### src/rtl/cit_pkg.sv
package cit_pkg;

  // Operation chosen for the counter in one clock
  typedef enum logic [1:0] {
    CNT_IDLE = 2'd0,
    CNT_LOAD = 2'd1,
    CNT_DEC  = 2'd2,
    CNT_WRAP = 2'd3
  } cnt_op_e;

  localparam int unsigned MIN_SYNC_STAGES = 2;

endpackage

### src/rtl/cit_rst_sync.sv
module cit_rst_sync #(
  parameter int unsigned STAGES = 2
) (
  input  logic clk_i,
  input  logic rst_ni,
  output logic rst_sync_no
);

  localparam int unsigned N = (STAGES < cit_pkg::MIN_SYNC_STAGES) ?
                              cit_pkg::MIN_SYNC_STAGES : STAGES;

  logic [N-1:0] sync_q;

  always_ff @(posedge clk_i or negedge rst_ni) begin
    if (!rst_ni) begin
      sync_q <= '0;
    end else begin
      sync_q <= {sync_q[N-2:0], 1'b1};
    end
  end

  assign rst_sync_no = sync_q[N-1];

endmodule

### src/rtl/cit_cmd_dec.sv
module cit_cmd_dec #(
  parameter int unsigned CMD_W      = 4,
  parameter int unsigned CTRL_CMD   = 13,
  parameter int unsigned LOAD_BASE  = 14,
  parameter int unsigned NUM_LANES  = 2
) (
  input  logic                 wr_i,
  input  logic [CMD_W-1:0]     cmd_i,
  output logic                 ctrl_wr_o,
  output logic [NUM_LANES-1:0] lane_wr_o,
  output logic                 any_wr_o
);

  assign ctrl_wr_o = wr_i && (cmd_i == CMD_W'(CTRL_CMD));

  for (genvar g = 0; g < NUM_LANES; g++) begin : g_lane
    assign lane_wr_o[g] = wr_i && (cmd_i == CMD_W'(LOAD_BASE + g));
  end

  assign any_wr_o = ctrl_wr_o || (|lane_wr_o);

endmodule

### src/rtl/cit_counter.sv
module cit_counter #(
  parameter int unsigned DATA_W    = 8,
  parameter int unsigned NUM_LANES = 2,
  localparam int unsigned CNT_W    = DATA_W * NUM_LANES
) (
  input  logic                 clk_i,
  input  logic                 rst_ni,
  input  logic                 tick_i,
  input  logic                 run_i,
  input  logic                 any_wr_i,
  input  logic [NUM_LANES-1:0] lane_wr_i,
  input  logic [DATA_W-1:0]    data_i,
  output logic [CNT_W-1:0]     cnt_o,
  output logic                 zero_hit_o
);

  import cit_pkg::*;

  cnt_op_e          op;
  logic [CNT_W-1:0] cnt_q;
  logic [CNT_W-1:0] cnt_d;
  logic             cnt_en;

  // Any own-register write blocks the decrement of that cycle
  always_comb begin
    op = CNT_IDLE;
    if (|lane_wr_i) begin
      op = CNT_LOAD;
    end else if (!any_wr_i && tick_i && run_i) begin
      op = (cnt_q == '0) ? CNT_WRAP : CNT_DEC;
    end
  end

  always_comb begin
    cnt_d = cnt_q;
    unique case (op)
      CNT_LOAD: begin
        for (int l = 0; l < NUM_LANES; l++) begin
          if (lane_wr_i[l]) begin
            cnt_d[l*DATA_W +: DATA_W] = data_i;
          end
        end
      end
      CNT_DEC:  cnt_d = cnt_q - CNT_W'(1);
      CNT_WRAP: cnt_d = '1;
      default:  cnt_d = cnt_q;
    endcase
  end

  assign cnt_en = (op != CNT_IDLE);

  always_ff @(posedge clk_i or negedge rst_ni) begin
    if (!rst_ni) begin
      cnt_q <= '1;
    end else if (cnt_en) begin
      cnt_q <= cnt_d;
    end
  end

  assign zero_hit_o = (op == CNT_DEC) && (cnt_q == CNT_W'(1));
  assign cnt_o      = cnt_q;

endmodule

### src/rtl/cit_irq_ctrl.sv
module cit_irq_ctrl #(
  parameter int unsigned DATA_W  = 8,
  parameter int unsigned RUN_BIT = 7,
  parameter int unsigned ARM_BIT = 0
) (
  input  logic              clk_i,
  input  logic              rst_ni,
  input  logic              ctrl_wr_i,
  input  logic [DATA_W-1:0] data_i,
  input  logic              zero_hit_i,
  output logic              run_o,
  output logic              arm_o,
  output logic              irq_o
);

  logic run_q, run_d;
  logic arm_q, arm_d;
  logic pend_q, pend_d;
  logic state_en;

  always_comb begin
    run_d  = run_q;
    arm_d  = arm_q;
    pend_d = pend_q;
    if (ctrl_wr_i) begin
      run_d  = data_i[RUN_BIT];
      arm_d  = data_i[ARM_BIT];
      pend_d = 1'b0;
    end else if (zero_hit_i && arm_q) begin
      pend_d = 1'b1;
    end
  end

  assign state_en = ctrl_wr_i || zero_hit_i;

  always_ff @(posedge clk_i or negedge rst_ni) begin
    if (!rst_ni) begin
      run_q  <= 1'b0;
      arm_q  <= 1'b0;
      pend_q <= 1'b0;
    end else if (state_en) begin
      run_q  <= run_d;
      arm_q  <= arm_d;
      pend_q <= pend_d;
    end
  end

  assign run_o = run_q;
  assign arm_o = arm_q;
  assign irq_o = pend_q;

endmodule

### src/rtl/cyc_irq_timer.sv
module cyc_irq_timer #(
  parameter int unsigned DATA_W     = 8,
  parameter int unsigned CMD_W      = 4,
  parameter int unsigned CNT_LANES  = 2,
  parameter int unsigned CTRL_CMD   = 13,
  parameter int unsigned LOAD_BASE  = 14,
  parameter int unsigned RUN_BIT    = 7,
  parameter int unsigned ARM_BIT    = 0,
  parameter int unsigned RST_STAGES = 2
) (
  input  logic              clk_i,
  input  logic              rst_ni,
  input  logic              tick_i,
  input  logic              wr_i,
  input  logic [CMD_W-1:0]  cmd_i,
  input  logic [DATA_W-1:0] data_i,
  output logic              irq_o
);

  localparam int unsigned CNT_W = DATA_W * CNT_LANES;

  logic                 rst_sn;
  logic                 ctrl_wr;
  logic [CNT_LANES-1:0] lane_wr;
  logic                 any_wr;
  logic [CNT_W-1:0]     cnt_q;
  logic                 zero_hit;
  logic                 run_q;
  logic                 arm_q;

  cit_rst_sync #(.STAGES(RST_STAGES)) u_rst (
    .clk_i       (clk_i),
    .rst_ni      (rst_ni),
    .rst_sync_no (rst_sn)
  );

  cit_cmd_dec #(
    .CMD_W     (CMD_W),
    .CTRL_CMD  (CTRL_CMD),
    .LOAD_BASE (LOAD_BASE),
    .NUM_LANES (CNT_LANES)
  ) u_dec (
    .wr_i      (wr_i),
    .cmd_i     (cmd_i),
    .ctrl_wr_o (ctrl_wr),
    .lane_wr_o (lane_wr),
    .any_wr_o  (any_wr)
  );

  cit_counter #(
    .DATA_W    (DATA_W),
    .NUM_LANES (CNT_LANES)
  ) u_cnt (
    .clk_i      (clk_i),
    .rst_ni     (rst_sn),
    .tick_i     (tick_i),
    .run_i      (run_q),
    .any_wr_i   (any_wr),
    .lane_wr_i  (lane_wr),
    .data_i     (data_i),
    .cnt_o      (cnt_q),
    .zero_hit_o (zero_hit)
  );

  cit_irq_ctrl #(
    .DATA_W  (DATA_W),
    .RUN_BIT (RUN_BIT),
    .ARM_BIT (ARM_BIT)
  ) u_irq (
    .clk_i      (clk_i),
    .rst_ni     (rst_sn),
    .ctrl_wr_i  (ctrl_wr),
    .data_i     (data_i),
    .zero_hit_i (zero_hit),
    .run_o      (run_q),
    .arm_o      (arm_q),
    .irq_o      (irq_o)
  );

endmodule

### config.mk
export PLATFORM = sky130hd
export DESIGN_NAME = cyc_irq_timer
export DESIGN_NICKNAME = d
export VERILOG_FILES = /design/src/rtl/cit_pkg.sv /design/src/rtl/cit_rst_sync.sv /design/src/rtl/cit_cmd_dec.sv /design/src/rtl/cit_counter.sv /design/src/rtl/cit_irq_ctrl.sv /design/src/rtl/cyc_irq_timer.sv
export SDC_FILE = /design/constraint.sdc
export NUM_CORES = 1
export LEC_CHECK = 0
export BUFFER_PORTS_ARGS = -buffer_cell sky130_fd_sc_hd__buf_2
export CAP_MARGIN = 40
export CORE_ASPECT_RATIO = 1.2
export CORE_UTILIZATION = 43
export DETAILED_ROUTE_END_ITERATION = 8
export GPL_TIMING_DRIVEN = 0
export PLACE_DENSITY = 0.64
export SLEW_MARGIN = 20
export SYNTH_ARGS = -nofsm -noshare
export SYNTH_HDL_FRONTEND = slang
export SYNTH_HIERARCHICAL = 1
export SYNTH_SLANG_ARGS = --single-unit
### constraint.sdc
create_clock -name clk_i -period 0.8 [get_ports clk_i]
set_input_delay 0.08 -clock clk_i [delete_from_list [all_inputs] [get_ports clk_i]]
set_output_delay 0.08 -clock clk_i [all_outputs]
set_load 0.01 [all_outputs]
# Word-level counts from Yosys, hierarchy flattened
# Cells that the tools add are included.
op_classes:
  n_addsub: 1
  n_eq_ne: 9
  muxes: 8
  n_reduce_logical: 19
ops:
  columns: ["op", "n"]
  rows:
  - ["case mux 16 bit (3 select lines)", 1]
  - ["== test 16 x 1 -> 1 bit (second input constant)", 1]
  - ["logical NOT 16 bit", 1]
  - ["2-to-1 mux 8 bit", 2]
  - ["subtractor 16 x 1 -> 16 bit (second input constant)", 1]
  - ["== test 4 bit (second input constant)", 3]
  - ["logical AND 1 bit", 7]
  - ["AND reduction 3 bit", 2]
  - ["== test 2 bit (second input constant)", 2]
  - ["2-to-1 mux 2 bit", 2]
  - ["inequality test 2 bit (second input constant)", 2]
  - ["AND reduction 2 bit", 2]
  - ["nonzero test 2 bit", 2]
  - ["2-to-1 mux 1 bit", 3]
  - ["nonzero test 3 bit", 1]
  - ["== test 2 x 1 -> 1 bit (second input constant)", 1]
  - ["logical OR 1 bit", 2]
  - ["OR reduction 2 bit", 1]
  - ["logical NOT 1 bit", 1]
totals:
  reg_bits: 21
  input_bits: 16
  output_inout_bits: 1
  word_cells: 43

# Depth between registers and ports, before layout
depth:
  word_depth: 14
  ltp_mapped: 9
  ltp_nobuf: 8

# Modules after synthesis
# The synthesis kept the hierarchy.
by_module_without_submodules:
  columns: ["module", "instances", "cells_per_inst", "area_per_inst_um2", "seq_area_each_um2"]
  rows:
  - ["cit_counter", 1, 126, 1121.1, 420.4]
  - ["cit_irq_ctrl", 1, 7, 106.4, 75.1]
  - ["cit_rst_sync", 1, 3, 53.8, 50.0]
  - ["cit_cmd_dec", 1, 8, 40.0, 0.0]

# Worst setup path before layout
# No wires, ideal clock.
synth_timing:
  path_kind: "reg-to-reg"
  startpoint: "register u_cnt.cnt_q[0] (netlist: u_cnt/cnt_o[0])"
  endpoint: "register u_cnt.cnt_q[10] (netlist: u_cnt/cnt_o[10])"
  setup_ps: 73
  arrival_ps: 1658
  required_time_ps: 727
  slack_ps: -931
  stages_incl_launch_ff: 9
  n_path_buf: 1
  period_less_slack_ps: 1731
  path_cell_list: "dfstp_2 > inv_1 > ha_1 > or3b_1 > clkbuf_1 > nor3_1 > nand2_1 > xor2_1 > a21oi_1"
synth_via:
  elab_chain_cells: 7
  word_cells_on_any_way: 13
  classes_between: "1 x add/sub; 4 x eq/ne; 4 x mux; 4 x reduce/logical"
synth_lines:
  columns: ["element", "line", "source"]
  rows:
  - ["start, declared", "cit_counter.sv:20", "logic [CNT_W-1:0] cnt_q;"]
  - ["start signal, assigned", "cit_counter.sv:56", "cnt_q <= cnt_d;"]
  - ["logical NOT 16 bit", "cit_counter.sv:30", "op = (cnt_q == '0) ? CNT_WRAP : CNT_DEC;"]
  - ["2-to-1 mux 1 bit", "cit_counter.sv:30", null]
  - ["2-to-1 mux 2 bit", "cit_counter.sv:29", "end else if (!any_wr_i && tick_i && run_i) begin"]
  - ["2-to-1 mux 2 bit", "cit_counter.sv:27", "if (|lane_wr_i) begin"]
  - ["== test 2 x 1 -> 1 bit or == test 2 bit (tied branches)", "cit_counter.sv:36", "unique case (op)"]
  - ["inequality test 2 bit (no source line) or nonzero test 3 bit (tied branches)", null, null]
  - ["AND reduction 3 bit (no source line)", null, null]
# Parallel ways exist; a longest one is shown, timed or not.
# A chain may end at the register's enable or synchronous reset.

# Worst setup path after layout
layout_timing:
  startpoint: "register u_cnt.cnt_q[10] (netlist: u_cnt/cnt_o[10])"
  endpoint: "register u_irq.pend_q (netlist: u_irq/irq_o)"
layout_via:
  elab_chain_cells: 9
  word_cells_on_any_way: 11
  classes_between: "2 x eq/ne; 3 x mux; 6 x reduce/logical"
layout_lines:
  columns: ["element", "line", "source"]
  rows:
  - ["logical NOT 16 bit", "cit_counter.sv:30", null]
  - ["2-to-1 mux 1 bit", "cit_counter.sv:30", null]
  - ["2-to-1 mux 2 bit", "cit_counter.sv:29", null]
  - ["2-to-1 mux 2 bit", "cit_counter.sv:27", null]
  - ["== test 2 bit", "cit_counter.sv:60", "assign zero_hit_o = (op == CNT_DEC) && (cnt_q == CNT_W'(1));"]
  - ["logical AND 1 bit (*)", "cit_counter.sv:60", null]
  - ["named net zero_hit", "cyc_irq_timer.sv:27", "logic zero_hit;"]
  - ["logical AND 1 bit", "cit_irq_ctrl.sv:29", "end else if (zero_hit_i && arm_q) begin"]
  - ["nonzero test 2 bit (no source line)", null, null]
  - ["AND reduction 2 bit (no source line) (*)", null, null]
  - ["end signal, assigned", "cit_irq_ctrl.sv:44", "pend_q <= pend_d;"]
  - ["end, declared", "cit_irq_ctrl.sv:18", "logic pend_q, pend_d;"]
# Mark *: on every way through the listed nets, which the timed path passes. The rest lies on a longest branch.

==> results.md <==
- The number of nets in the layout is 210.
- The instance area at placement is 1519 sq um.
- The kind of end point of the critical path is a register.
- The net count after synthesis is 163.
- The worst-case setup slack after placement is -1.102 ns.
- In this run, the number of DRC markers left after iteration 0 of detailed routing was 61.
- After Yosys synthesis, XOR and XNOR cells account for 0.6629% of the synthesized area.
- The clock sink total is 21.
- The mux share of post-synthesis cell area is 1.705%.
- The data required time of the worst path is 0.99 ns.
- Traced cell by cell, the critical path runs through nor4_4 -> nand4_4 -> buf_12 -> o21ai_4 -> buf_4 -> nor3_2 -> a21oi_2 -> nor2_1.
- The first global-routing pass estimated 6265 um of wire.
- The final cell area excluding filler cells is 1959 sq um.
- Clock-pin slew was measured on the worst setup and hold paths at 0.12 ns.
- The share of the synthesized area in the top cell type is 31.82%.
- After synthesis, the netlist uses 49 different library cells.
- The flow ran to the end, but the final reports show violations.
- Dividing the detail-routed via count by the number of cells gives 6.129.
- Counting I/O delays and the setup requirement, the final critical path takes 1.819 ns.
- The tree is rooted in a sky130_fd_sc_hd__clkbuf_4.
- The number of standard-cell rows in the floorplan is 21.
- The initial antenna violation count was 0.
- The slowest stage of the critical path belongs to the cell sky130_fd_sc_hd__dfstp_2.
- Summing the areas of all fa, ha and maj instances in the mapped netlist gives 2.841% of the synthesized area.
- The worst register-to-register path begins at u_cnt/cnt_o[10].
- The pre-antenna-repair detailed-routing pass consisted of 4 iterations.
- The vias after detailed routing is 1373.
- By startpoint and endpoint, the worst setup path is classified as reg2reg.
- The deepest clock path buffer count is 2.
- The final reports fail on setup timing.
- CTS built an H-tree with a depth of 1.
- The combined global-route utilization of all metal layers is 25.64%.
- The arrival time of the worst setup path is 2.01 ns.
- Averaged over all synthesized cells, the footprint is 9.175 sq um.
- The final critical path takes up 227.3% of the cycle.
- The destination of the critical timing path is u_irq/irq_o.
- The instance count of the mapped netlist is 144.
- The area of all sequential standard cells is 545.5 sq um.
- The maximum clock skew at final layout is 0.005585 ns.
- The TritonCTS clock tree is built.
- The most used flip-flop cell after synthesis is sky130_fd_sc_hd__dfstp_2.
- The number of endpoints failing setup at the final stage is 19.
- The average routed wire per standard cell is 18.13 um.
- The post-synthesis async set-or-reset flop share is 100.0%.
- For this design the top-level I/O count stands at 17.
- Detailed placement ended at an HPWL of 2429 um.
- The share of the Yosys chip area taken by registers is 41.29%.
- The number of pins with negative max-slew slack in the final report was 0.
- The chip width is 52.60 um.
- Summed over all layers, the global routing overflow is 0.
- The simple-gate share of the synthesized area is 28.69%.
- The Yosys step of the flow raised 6 warnings.
- Yosys attributes the largest share of cell area to sky130_fd_sc_hd__dfstp_2, sky130_fd_sc_hd__dfrtp_1, sky130_fd_sc_hd__nor3_1.
- Setup repair after global routing could not meet its margin everywhere.
- Counting flops with a built-in enable in the synthesized netlist gives 0.
- The type of the tightest min-delay check is in2reg.
- The area occupied by multi-input gates is 949.7 sq um.
- The critical path starts at u_cnt/cnt_o[10].
- The total area inside the core boundary comes to 2864 sq um.
- Measured along the y axis, the die boundary spans 62.72 um.
- The slew at the pin closest to its max-slew limit is 0.6446 ns.
- The final number of hold-violating endpoints was 0.
- The worst hold slack is 0.01958 ns.
- The static leakage power is 0.7876 nW.
- The number of global-route vias before repair is 1307.
- Clock latency on the worst-skew pair, taken at its later pin, is 0.30 ns.
- After routing, the total negative slack on setup checks comes to -16.04 ns.
- The number of buffers added by the clock tree synthesis step is 3.
- The endpoint of the worst register-to-register path is u_irq/irq_o.
- Wires add up to 4061 um.
- The die footprint is 3299 sq um.
- The total power divided by cell area is 2471 nW/um^2.
- Routability-driven placement finished with a final weighted congestion of 0.7680.
- Buffers placed on the I/O ports in this run total 16.
- Of all cell types, the one taking the most synthesized area is sky130_fd_sc_hd__dfstp_2.
- From synthesis to final layout, the design area changed by 48.30%.
- The effective utilization at floorplan is 46.13%.
- In this run the register-to-register setup slack is -1.02 ns.
- The count of placed standard cells including taps is 194.
- The worst setup path is launched from a register.
- The netlist area before placement is 1321 sq um.
- In the layout the commonest cells are sky130_fd_sc_hd__buf_2, sky130_fd_sc_hd__buf_4, sky130_fd_sc_hd__dfstp_2.
- 0 antenna diodes ended up in the layout.
- The post-synthesis register bit count is 21.
- The worst-case IR drop observed on VDD is 0.002010 V.
- For this run, the number of standard cells in the final layout without fillers is 224.
- Derived from the worst setup path, the maximum achievable clock frequency is 549.9 MHz.
- The number of fill cells in the layout is 209.
- The critical path's largest stage delay is 0.42 ns.
- In the final layout, the share of cells above drive strength 1 is 56.84%.
- Along the worst path, the maximum fanout reaches 5.
- The number of max-cap violations is 0.
- By area, the combinational part of the netlist is dominated by simple AND/OR/NAND/NOR gates.
- The headroom to the max-slew limit is 56.79%.
- The synthesized netlist devotes 19.32% of its cell area to compound gates.
- The antenna violation net count after detailed routing is 0.
- The remaining design rule violation count is 0.
- The worst path setup slack after routing is -1.019 ns.
- The cell depth of the worst flop-to-flop path is 8.
- Entering global routing, the biggest net connects 20 pins.
-- cells by family (layout without fill, tap and decap cells) --
family	after synthesis	after routing
mux	2	2
flops	21	21
other cells	1	1
simple gates	62	62
xor+xnor	1	1
fa+ha+maj	3	3
compound gates	38	39
buf+inv	16	61
-- critical path, delay by kind of cell (launching register included) --
family | cells | cell delay (ns)
buffers and inverters | 2 | 0.33
AO/OA/AOI/OAI | 2 | 0.34
flip-flops | 1 | 0.42
AND/OR/NAND/NOR | 4 | 0.63
-- how the worst min path moves through the flow --
stage,from,end,slack (ns),cells past startpoint
2_1_floorplan,rst_ni,u_rst/sync_q[0],-0.22,0
3_3_place_gp,rst_ni,u_rst/sync_q[0],-0.14,1
3_5_place_dp,rst_ni,u_rst/sync_q[0],-0.13,1
4_1_cts,data_i[7],u_cnt/cnt_o[15],0.01,3
5_1_grt,data_i[7],u_cnt/cnt_o[15],0.006,3
6_report,data_i[7],u_cnt/cnt_o[15],0.02,3
-- stage by stage --
| step | total power (W) | utilization (%) |
|---|---|---|
| 3_3_place_gp | 0.003409 | 53.04 |
| 3_5_place_dp | 0.003499 | 53.04 |
| 5_1_grt | 0.005119 | 68.41 |
| 2_1_floorplan | 0.003117 | - |
| 4_1_cts | 0.004660 | 64.79 |
| 6_report | 0.004842 | 68.41 |
-- cells in the mapped netlist, types with 2 or more instances --
library cell / number
sky130_fd_sc_hd__mux2_2: 2
sky130_fd_sc_hd__clkbuf_1: 3
sky130_fd_sc_hd__dfstp_2: 16
sky130_fd_sc_hd__nand3_1: 6
sky130_fd_sc_hd__inv_1: 11
sky130_fd_sc_hd__nor4_1: 2
sky130_fd_sc_hd__and4_1: 2
sky130_fd_sc_hd__nand4_1: 2
sky130_fd_sc_hd__a21oi_1: 6
sky130_fd_sc_hd__o22ai_1: 10
sky130_fd_sc_hd__nor2_1: 12
sky130_fd_sc_hd__nor3_1: 14
sky130_fd_sc_hd__or3_1: 2
sky130_fd_sc_hd__o21ai_0: 7
sky130_fd_sc_hd__and3_1: 4
sky130_fd_sc_hd__dfrtp_1: 5
sky130_fd_sc_hd__nor3_2: 3
sky130_fd_sc_hd__nand2_1: 4
sky130_fd_sc_hd__ha_1: 3
-- final cells by class --
cell class	count	area share, %
clock buffers	4	1.341
inverters	11	2.107
flip-flops and latches	21	27.84
well taps	34	2.171
repair buffers	42	16.67
plain buffers	4	1.405
multi-input cells	108	48.47
-- report_power, final --
group / internal, W / leakage, nW / switching, W
registers: 0.00166 / 0.230 / 0.000548
logic: 0.00105 / 0.543 / 0.00108
clock network: 0.000194 / 0.0150 / 0.000317
total: 0.00290 / 0.788 / 0.00194
-- routing by layer --
layer	share of wire (%)	GRT usage, %	routed length, um	vias to the layer above
li1	-	-	-	635
met2	51	40.82	2053	50
met5	0	0	0	-
met3	3.9	3.650	159	10
met4	2.7	10.20	110	0
met1	43	34.21	1736	678
-- what timing repair did --
| action | CTS | global route |
|---|---|---|
| pin swaps | 14 | 15 |
| gates resized for setup | 33 | 10 |
| setup endpoints to repair | 38 | 19 |
| setup buffers | 17 | 6 |
| hold buffers | 2 | 0 |
| endpoints found under the hold margin | 3 | 0 |
| gates cloned | 1 | 0 |
-- flip-flops by register name (all words and copies together) (netlist names) --
signal,flops
u_irq/run_o,1
u_cnt/cnt_o,16
u_irq/arm_o,1
u_irq/irq_o,1
u_rst/sync_q,2
No activity file was read; power rests on OpenSTA's default activity.
